<file path="config.mk">
export PLATFORM = sky130hd
export DESIGN_NAME = cpfsk_phase_mod
export DESIGN_NICKNAME = d
export VERILOG_FILES = /design/src/rtl/cpfsk_pkg.sv /design/src/rtl/cpfsk_sym_timer.sv /design/src/rtl/cpfsk_bit_packer.sv /design/src/rtl/cpfsk_dev_scale.sv /design/src/rtl/cpfsk_phase_mod.sv
export SDC_FILE = /design/constraint.sdc
export NUM_CORES = 1
export LEC_CHECK = 0
export ABC_AREA = 1
export CAP_MARGIN = 5
export CORE_UTILIZATION = 34
export CTS_CLUSTER_DIAMETER = 30
export DETAILED_ROUTE_END_ITERATION = 12
export GPL_TIMING_DRIVEN = 1
export PLACE_DENSITY = 0.57
export SYNTH_ARGS = -nofsm -noshare
export SYNTH_HDL_FRONTEND = slang
export SYNTH_HIERARCHICAL = 1
export SYNTH_SLANG_ARGS = --single-unit
</file>
<file path="constraint.sdc">
create_clock -name clk -period 8.66 [get_ports clk]
set_input_delay 1.732 -clock clk [delete_from_list [all_inputs] [get_ports clk]]
set_output_delay 1.732 -clock clk [all_outputs]
set_load 0.03 [all_outputs]
</file>
<file path="src/rtl/cpfsk_pkg.sv">
// Shared helpers for the CPFSK phase generator: alphabet codes,
// bits-per-symbol decoding and the bit-value to level mapping.
// Assumes alphabets of at most 8 levels (3 bits per symbol).
package cpfsk_pkg;

    typedef enum logic [2:0] {
        MT_FSK2  = 3'd0,
        MT_GFSK2 = 3'd1,
        MT_FSK4  = 3'd2,
        MT_GFSK4 = 3'd3,
        MT_FSK8  = 3'd4,
        MT_GFSK8 = 3'd5
    } mod_type_e;

    // Number of data bits carried by one symbol; Gaussian codes share
    // the count of their rectangular partner, unknown codes use 1.
    function automatic logic [1:0] bits_per_sym(input logic [2:0] code);
        case (mod_type_e'(code))
            MT_FSK4, MT_GFSK4: return 2'd2;
            MT_FSK8, MT_GFSK8: return 2'd3;
            default:           return 2'd1;
        endcase
    endfunction

    // Odd-integer level 2k - (M-1) for symbol value k and M = 2^bps.
    function automatic logic signed [3:0] level_of(input logic [2:0] k,
                                                   input logic [1:0] bps);
        logic signed [4:0] twice;
        twice = signed'({1'b0, k, 1'b0});
        case (bps)
            2'd2:    twice = twice - 5'sd3;
            2'd3:    twice = twice - 5'sd7;
            default: twice = twice - 5'sd1;
        endcase
        return signed'(twice[3:0]);
    endfunction

endpackage

</file>
<file path="src/rtl/cpfsk_sym_timer.sv">
// Symbol period counter. Counts clocks within a symbol and flags the
// last one. Assumes the period exponent is held stable between restarts;
// a restart puts the counter back to the first clock of a symbol.
module cpfsk_sym_timer #(
    parameter int EXP_W = 4
) (
    input  logic             clk,
    input  logic             rst_n,
    input  logic             restart,
    input  logic [EXP_W-1:0] exp_sel,
    output logic             sym_last
);
    localparam int CNT_W = (1 << EXP_W) - 1;

    logic [CNT_W-1:0] cnt;
    logic [CNT_W:0]   span;

    // Period length 2^n as a wide constant for the end-of-symbol compare.
    always_comb begin
        span     = (CNT_W + 1)'(1) << exp_sel;
        sym_last = ({1'b0, cnt} == (span - 1'b1));
    end

    // Clock counter: restart at a boundary, otherwise count up.
    always_ff @(posedge clk) begin
        if (!rst_n) begin
            cnt <= '0;
        end else if (restart) begin
            cnt <= '0;
        end else begin
            cnt <= cnt + 1'b1;
        end
    end
endmodule

</file>
<file path="src/rtl/cpfsk_bit_packer.sv">
// Serial-to-symbol packer. Accepts one bit per handshake, first bit as
// MSB, until the symbol width is reached, then holds the symbol and
// refuses bits until it is taken. Assumes take is raised only when full.
module cpfsk_bit_packer #(
    parameter int SYM_W = 3
) (
    input  logic             clk,
    input  logic             rst_n,
    input  logic             bit_data,
    input  logic             bit_valid,
    input  logic [1:0]       bps,
    input  logic             take,
    output logic             ready,
    output logic             full,
    output logic [SYM_W-1:0] sym_bits
);
    logic [1:0]       fill;
    logic [SYM_W-1:0] shreg;

    // Full once as many bits as the alphabet needs have been collected.
    always_comb begin
        full     = (fill >= bps);
        ready    = !full;
        sym_bits = shreg;
    end

    // Shift register and fill count; cleared when the symbol is taken.
    always_ff @(posedge clk) begin
        if (!rst_n) begin
            fill  <= '0;
            shreg <= '0;
        end else if (take) begin
            fill  <= '0;
            shreg <= '0;
        end else if (bit_valid && ready) begin
            shreg <= {shreg[SYM_W-2:0], bit_data};
            fill  <= fill + 1'b1;
        end
    end
endmodule

</file>
<file path="src/rtl/cpfsk_dev_scale.sv">
// Deviation scaler. Produces the per-clock phase step index*level
// shifted so that 2^n steps add index*level*2^(PHASE_W-1-H_FRAC).
// Assumes PHASE_W-1-H_FRAC >= 2^EXP_W - 1 so the shift never goes negative.
module cpfsk_dev_scale #(
    parameter int PHASE_W = 32,
    parameter int H_W     = 11,
    parameter int H_FRAC  = 8,
    parameter int EXP_W   = 4,
    parameter int LVL_W   = 4
) (
    input  logic [H_W-1:0]         index,
    input  logic signed [LVL_W-1:0] level,
    input  logic [EXP_W-1:0]       rate_exp,
    output logic [PHASE_W-1:0]     step
);
    localparam int PROD_W = H_W + 1 + LVL_W;
    localparam int BASE   = PHASE_W - 1 - H_FRAC;
    localparam int SH_W   = $clog2(PHASE_W) + 1;

    logic signed [PROD_W-1:0]  prod;
    logic signed [PHASE_W-1:0] wide;
    logic [SH_W-1:0]           shamt;

    // Signed product, sign extension, then a power-of-two scale by 2^(BASE-n).
    always_comb begin
        prod  = PROD_W'($signed({1'b0, index})) * PROD_W'(level);
        wide  = PHASE_W'(prod);
        shamt = SH_W'(BASE) - SH_W'(rate_exp);
        step  = wide << shamt;
    end
endmodule

</file>
<file path="src/rtl/cpfsk_phase_mod.sv">
// CPFSK phase generator top. Samples configuration at each symbol
// boundary, maps buffered bits to a level, and accumulates carrier plus
// deviation every active clock. Assumes mod_type changes only while the
// packer is empty; the accumulator is cleared by reset alone.
module cpfsk_phase_mod
    import cpfsk_pkg::*;
#(
    parameter int PHASE_W = 32,
    parameter int H_W     = 11,
    parameter int H_FRAC  = 8,
    parameter int EXP_W   = 4
) (
    input  logic               clk,
    input  logic               rst_n,
    input  logic               bit_data,
    input  logic               bit_valid,
    output logic               bit_ready,
    input  logic [2:0]         mod_type,
    input  logic [EXP_W-1:0]   rate_exp,
    input  logic [H_W-1:0]     mod_index,
    input  logic [PHASE_W-1:0] carrier_step,
    input  logic               cont_mode,
    output logic [PHASE_W-1:0] phase_word,
    output logic               phase_valid
);
    localparam int SYM_W = 3;
    localparam int LVL_W = 4;

    logic                    active;
    logic                    sym_last;
    logic                    boundary;
    logic                    take;
    logic                    sym_full;
    logic [SYM_W-1:0]        sym_bits;
    logic [1:0]              bps;
    logic signed [LVL_W-1:0] new_level;
    logic signed [LVL_W-1:0] level_r;
    logic [EXP_W-1:0]        exp_r;
    logic [H_W-1:0]          h_r;
    logic [PHASE_W-1:0]      car_r;
    logic [PHASE_W-1:0]      dev_step;
    logic [PHASE_W-1:0]      acc;

    // Boundary decode and level mapping of the buffered symbol.
    always_comb begin
        bps       = bits_per_sym(mod_type);
        new_level = level_of(sym_bits, bps);
        boundary  = !active || sym_last;
        take      = boundary && sym_full;
    end

    cpfsk_sym_timer #(.EXP_W(EXP_W)) timer_i (
        .clk      (clk),
        .rst_n    (rst_n),
        .restart  (boundary),
        .exp_sel  (exp_r),
        .sym_last (sym_last)
    );

    cpfsk_bit_packer #(.SYM_W(SYM_W)) packer_i (
        .clk       (clk),
        .rst_n     (rst_n),
        .bit_data  (bit_data),
        .bit_valid (bit_valid),
        .bps       (bps),
        .take      (take),
        .ready     (bit_ready),
        .full      (sym_full),
        .sym_bits  (sym_bits)
    );

    cpfsk_dev_scale #(
        .PHASE_W (PHASE_W),
        .H_W     (H_W),
        .H_FRAC  (H_FRAC),
        .EXP_W   (EXP_W),
        .LVL_W   (LVL_W)
    ) scale_i (
        .index    (h_r),
        .level    (level_r),
        .rate_exp (exp_r),
        .step     (dev_step)
    );

    // Symbol control: latch configuration and pick data, idle or stop.
    always_ff @(posedge clk) begin
        if (!rst_n) begin
            active  <= 1'b0;
            level_r <= '0;
            exp_r   <= '0;
            h_r     <= '0;
            car_r   <= '0;
        end else if (boundary) begin
            exp_r <= rate_exp;
            h_r   <= mod_index;
            car_r <= carrier_step;
            if (sym_full) begin
                level_r <= new_level;
                active  <= 1'b1;
            end else if (cont_mode) begin
                level_r <= '0;
                active  <= 1'b1;
            end else begin
                active  <= 1'b0;
            end
        end
    end

    // Phase accumulator and its valid flag; advances only while a symbol plays.
    always_ff @(posedge clk) begin
        if (!rst_n) begin
            acc         <= '0;
            phase_valid <= 1'b0;
        end else begin
            if (active) begin
                acc <= acc + car_r + dev_step;
            end
            phase_valid <= active;
        end
    end

    assign phase_word = acc;
endmodule

</file>
After elaboration in Yosys (flattened, before gate mapping)
Index checks and enable logic that the tools add are counted.
Widths: inputs -> output; s select.

operators by class
  multiply operators = 1
  multiplexer cells = 6
  add/sub/neg operators = 9
  reductions and logical operators = 11
  shifts and indexed selects = 2
  bitwise operators = 1
  eq/ne operators = 7
  order comparisons = 1

operator list
  cell                   count
  $add 32x32->32         2
  $shl 32x6->32          1
  $eq 15x16->1           1
  $mul 12x4->16          1
  $shl 1x4->16 const A   1
  $sub 16x1->16 const B  1
  $add 15x1->15 const B  1
  $mux 4                 2
  $pmux 4 s2             1
  $reduce_or 2->1        4
  $eq 3x2->1 const B     2
  $eq 3x3->1 const B     2
  $sub 5x4->6 const A    1
  $eq 2x2->1 const B     2
  $pmux 2 s2             1
  $sub 4x1->4 const B    1
  $sub 4x2->4 const B    1
  $sub 4x3->4 const B    1
  $add 2x1->2 const B    1
  $ge 2x2->1             1
  $logic_and 1x1->1      2
  $logic_not 1->1        2
  $mux 1                 2
  $reduce_and 2->1       1
  3 further kinds        3

storage, ports and cells
  output and inout port bits = 34
  bits in registers = 105

Logic depth before layout (Yosys ltp)
  depth in word-level cells = 6
  depth in mapped cells = 39
  gate-level depth less buffers = 38

Cells and area by module
Netlist, hierarchy kept.

by module, submodules not included
  module            seq. area each (um^2)  instances  area each (um^2)  cells an instance
  cpfsk_phase_mod   1701.6                 1          6019.5            900
  cpfsk_dev_scale   0.0                    1          2632.5            478
  cpfsk_sym_timer   300.3                  1          1258.7            221
  cpfsk_bit_packer  100.1                  1          310.3             47

Least setup slack after synthesis
No wires, ideal clock.

  path kind = register to register
  start point = register level_r[3]
  end point = register acc[30] (netlist: phase_word[30])
  arrival time = 5533 ps
  period minus slack after synthesis = 5642 ps
  setup time = 109 ps
  stages on the path, launching flop included = 34
  path buffers = 1
  slack = 3018 ps
  path through = dfxtp_1 -> inv_1 -> clkbuf_1 -> or2_2 -> fa_1 -> fa_1 -> inv_1 -> fa_1 -> ha_1 -> inv_1 -> fa_1 -> inv_1 -> nand3_1 -> nand2_4 -> xor2_2 -> or2_1 -> nand2_1 -> nand2_1 -> nand3_1 -> nand2_1 -> nand2_1 -> o21ai_1 -> fa_1 -> ha_1 -> nand2_1 -> inv_1 -> a21oi_1 -> nand2_1 -> a21oi_1 -> nand2_1 -> nand2_1 -> nand3_1 -> nand2_1 -> inv_1

between the ends
  longest elaborated chain between the ends = 3

ends and longest elaborated chain
  element                 line                    text
  from (decl)             cpfsk_phase_mod.sv:37   logic signed [LVL_W-1:0] level_r;
  from (signal assigned)  cpfsk_phase_mod.sv:98   level_r <= new_level;
  $mul 12x4->16           cpfsk_dev_scale.sv:26   prod = PROD_W'($signed({1'b0, index})) * PROD_W'(level);
  $shl 32x6->32           cpfsk_dev_scale.sv:29   step = wide << shamt;
  named net dev_step[20]  cpfsk_phase_mod.sv:41   logic [PHASE_W-1:0] dev_step;
  $add 32x32->32          cpfsk_phase_mod.sv:116  acc <= acc + car_r + dev_step;
  to (signal assigned)    cpfsk_phase_mod.sv:116
  to (decl)               cpfsk_phase_mod.sv:42   logic [PHASE_W-1:0] acc;

The timed path passes the listed nets, and every way through them passes these cells.
A chain may end at the register's enable or synchronous reset.

Worst setup path after layout
  start point = register level_r[3]
  end point = register acc[25] (netlist: phase_word[25])

Same word-level chain as after synthesis.

==> results.yml <==
outcome:
  status: "completed"
worst_setup_path:
  crit_end: "phase_word[25]$_SDFFE_PN0P_"
  worstSetupEndpointType: "register"
  r2r_slack_ps: 2110
  path_depth: 31
  cp_common_cell: "nand2_1"
  r2r-end: "phase_word[25]$_SDFFE_PN0P_"
  worstRegToRegCells: 31
  critPathKind: "register to register"
  reg2reg_from: "level_r[3]$_SDFFE_PN0P_"
  critPathLaunch: "level_r[3]$_SDFFE_PN0P_"
  worst-path-buf-inv: 5
  start_kind: "register"
  cp.arrival_ps: 6820
  critPathMaxStageDelay_ps: 550
  cpLargestDelayFamily: "adder cells"
  required_ps: 8930
  crit_fanout: 11
  slowest_stage: "fa_1"
clock_tree:
  h-tree-depth: 3
  cts_tree: "done"
  clk_pin_slew_worst_paths_ps: 80
  cts_sinks: 105
  cts_buffers: 9
  cts.repair.resized: 0
  cts_setup_buffers: 0
  cts_hold_buffers: 0
  cts-root-buf: "clkbuf_16"
  clock_latency_ps: 370
  clk_path_buf_depth: 2
final_layout:
  final_cell_mix: "nand2_1 (491), inv_1 (247), nor2_1 (227)"
  fill_cells: 3241
  multiInputGateArea_um2: 6870
  final_cells: 2102
  fin_nets: 1879
  ff_latch_area_um2: 2100
  design_area_um2: 11600
  drive_above_1_share: 0.0584
  areaGrowthSynthToFinish_pct: 13.9
  n_antenna_cell: 0
  layout_commonest_cell: "nand2_1"
drt:
  vias: 9874
  drc: 0
  routedWlPerCell_um: 13.7
  wirelength_mm: 28.8
  first_iter_violations: 616
  first_pass_iters: 5
  drt-vias-per-instance: 4.70
  postRouteAntennaNets: 0
global_route:
  grt_use_total: 0.197
  grt-ovfl-total: 0
  grt_pass1_vias: 9604
  antenna_found_initial: 0
  grt_pass1_wl_mm: 48.0
  grt_max_degree: 68
synth:
  yosys-top-cells-area: "dfxtp_1 (21%), nand2_1 (18%), fa_1 (10%), inv_1 (9.1%), nor2_1 (8.3%)"
  syn_area_um2: 10200
  yosys_warnings: 6
  async_reset_ff_frac: 0
  synth_edf_count: 0
  ys.flop_type: "dfxtp_1"
  postSynthCellCount: 1646
  seq_area_frac_synth: 0.206
  synthDistinctLibCells: 44
  synth.ff_latch_count: 105
  synth.avg_cell_area_um2: 6.21
  yosys.area.top_type_share: 0.206
  yosysTopAreaCell: "dfxtp_1"
timing:
  min_period_ps: 6550
  slew_violations: 0
  period_share: 0.757
  setup_viol: 0
  final.setup_skew_ps: 11.9
  fmax_ghz: 0.153
  hold_viol_final: 0
  rsz0062_at_grt: "false"
  slew_headroom: 0.347
  finalSetupTns_ps: 0
  tightest_slew_ps: 978
worst_hold_path:
  worstHoldPathType: "register to register"
  worstHoldStart: "timer_i/cnt[12]$_SDFF_PP0_"
placement:
  finalWeightedCongestion: 0.889
  dp_hpwl_mm: 22.9
  dpl_cell_area_um2: 11400
  dp.cells: 2086
  io_buffer_count: 87
floorplan:
  die-height_um: 175
  core_um2: 29600
  ios: 89
  dieWidth_um: 175
  num_rows: 63
  initial_core_util: 0.345
  dieArea_um2: 30800
pwr:
  p_per_area_nw_per_um2: 203
  leakage_nw: 6.15
  power.total_mw: 2.36
  peakVddDrop_uv: 97.4
run:
  cap_violations: 0
-- logic make-up after synthesis --
group	count (synthesis)	share of synthesized area
other	1	0.000367
xor gates and xnor gates	22	0.0196
buffers and inverters	311	0.125
and+or+nand+nor	940	0.393
AOI/OAI and AO/OA	150	0.0758
adders and majority gates	117	0.181
DFF	105	0.206
-- worst min-delay path, delay by kind of cell (launching register included) --
kind	cells	cell delay, ps
AO/OA/AOI/OAI	1	50
AND/OR/NAND/NOR	1	70
flip-flops	1	330
-- power breakdown --
part           total (mW)  switching [mW]  leakage [nW]  internal, mW
logic                1.31           0.832          5.14         0.483
clock network       0.413           0.211         0.138         0.202
registers           0.635          0.0862         0.867         0.549
-- synth_stat cells (all sizes together) (2+ instances only) --
cell,number
nand2,510
inv,258
nor2,249
nand3,145
dfxtp,105
o21ai,94
ha,66
fa,51
a21oi,47
buf,26
clkbuf,24
nand4,15
or2,12
xor2,12
xnor2,10
nor3,6
a21o,3
clkinv,2
nand3b,2
o21bai,2
o221ai,2
-- state kept, by name, indices dropped and copies added, names as in the netlist, 2 cells and up --
signal / cells
h_r: 11
packer_i/fill: 2
car_r: 32
exp_r: 4
phase_word: 32
packer_i/sym_bits: 3
timer_i/cnt: 15
level_r: 4
-- routing by layer --
layer | global-route usage | share of wire | vias to the layer above
li1 | - | - | 5193
met1 | 0.263 | 0.49 | 4466
met2 | 0.322 | 0.45 | 183
met3 | 0.0299 | 0.039 | 32
met4 | 0.0630 | 0.023 | 0
met5 | 0 | 0 | -
-- per-stage QoR --
| step | utilization | hold WS [ps] | worst slack (ps) |
|---|---|---|---|
| after detailed placement | 0.383 | 476 | 2110 |
| after global placement | 0.383 | 467 | 2170 |
| after CTS | 0.393 | 489 | 2080 |
| after global routing | 0.393 | 523 | 1570 |
| final | 0.393 | 488 | 2110 |
| after floorplan | - | 451 | 3020 |
-- worst min-delay path by stage --
stage                                      end  slack (ps)  cells past startpoint
floorplan           timer_i/cnt[12]$_SDFF_PP0_         450                      2
global placement    timer_i/cnt[14]$_SDFF_PP0_         470                      2
detailed placement  timer_i/cnt[12]$_SDFF_PP0_         480                      2
CTS                 timer_i/cnt[12]$_SDFF_PP0_         490                      2
global route        timer_i/cnt[12]$_SDFF_PP0_         520                      2
finish              timer_i/cnt[12]$_SDFF_PP0_         490                      2
-- cell type report --
class / instances / area share
flip-flops and latches: 105 / 0.181
clock buffers: 10 / 0.0197
inverters: 260 / 0.0840
clock inverters: 6 / 0.00484
well taps: 390 / 0.0419
multi-input cells: 1237 / 0.590
repair buffers: 94 / 0.0789
(Power assumes the default switching activity.)
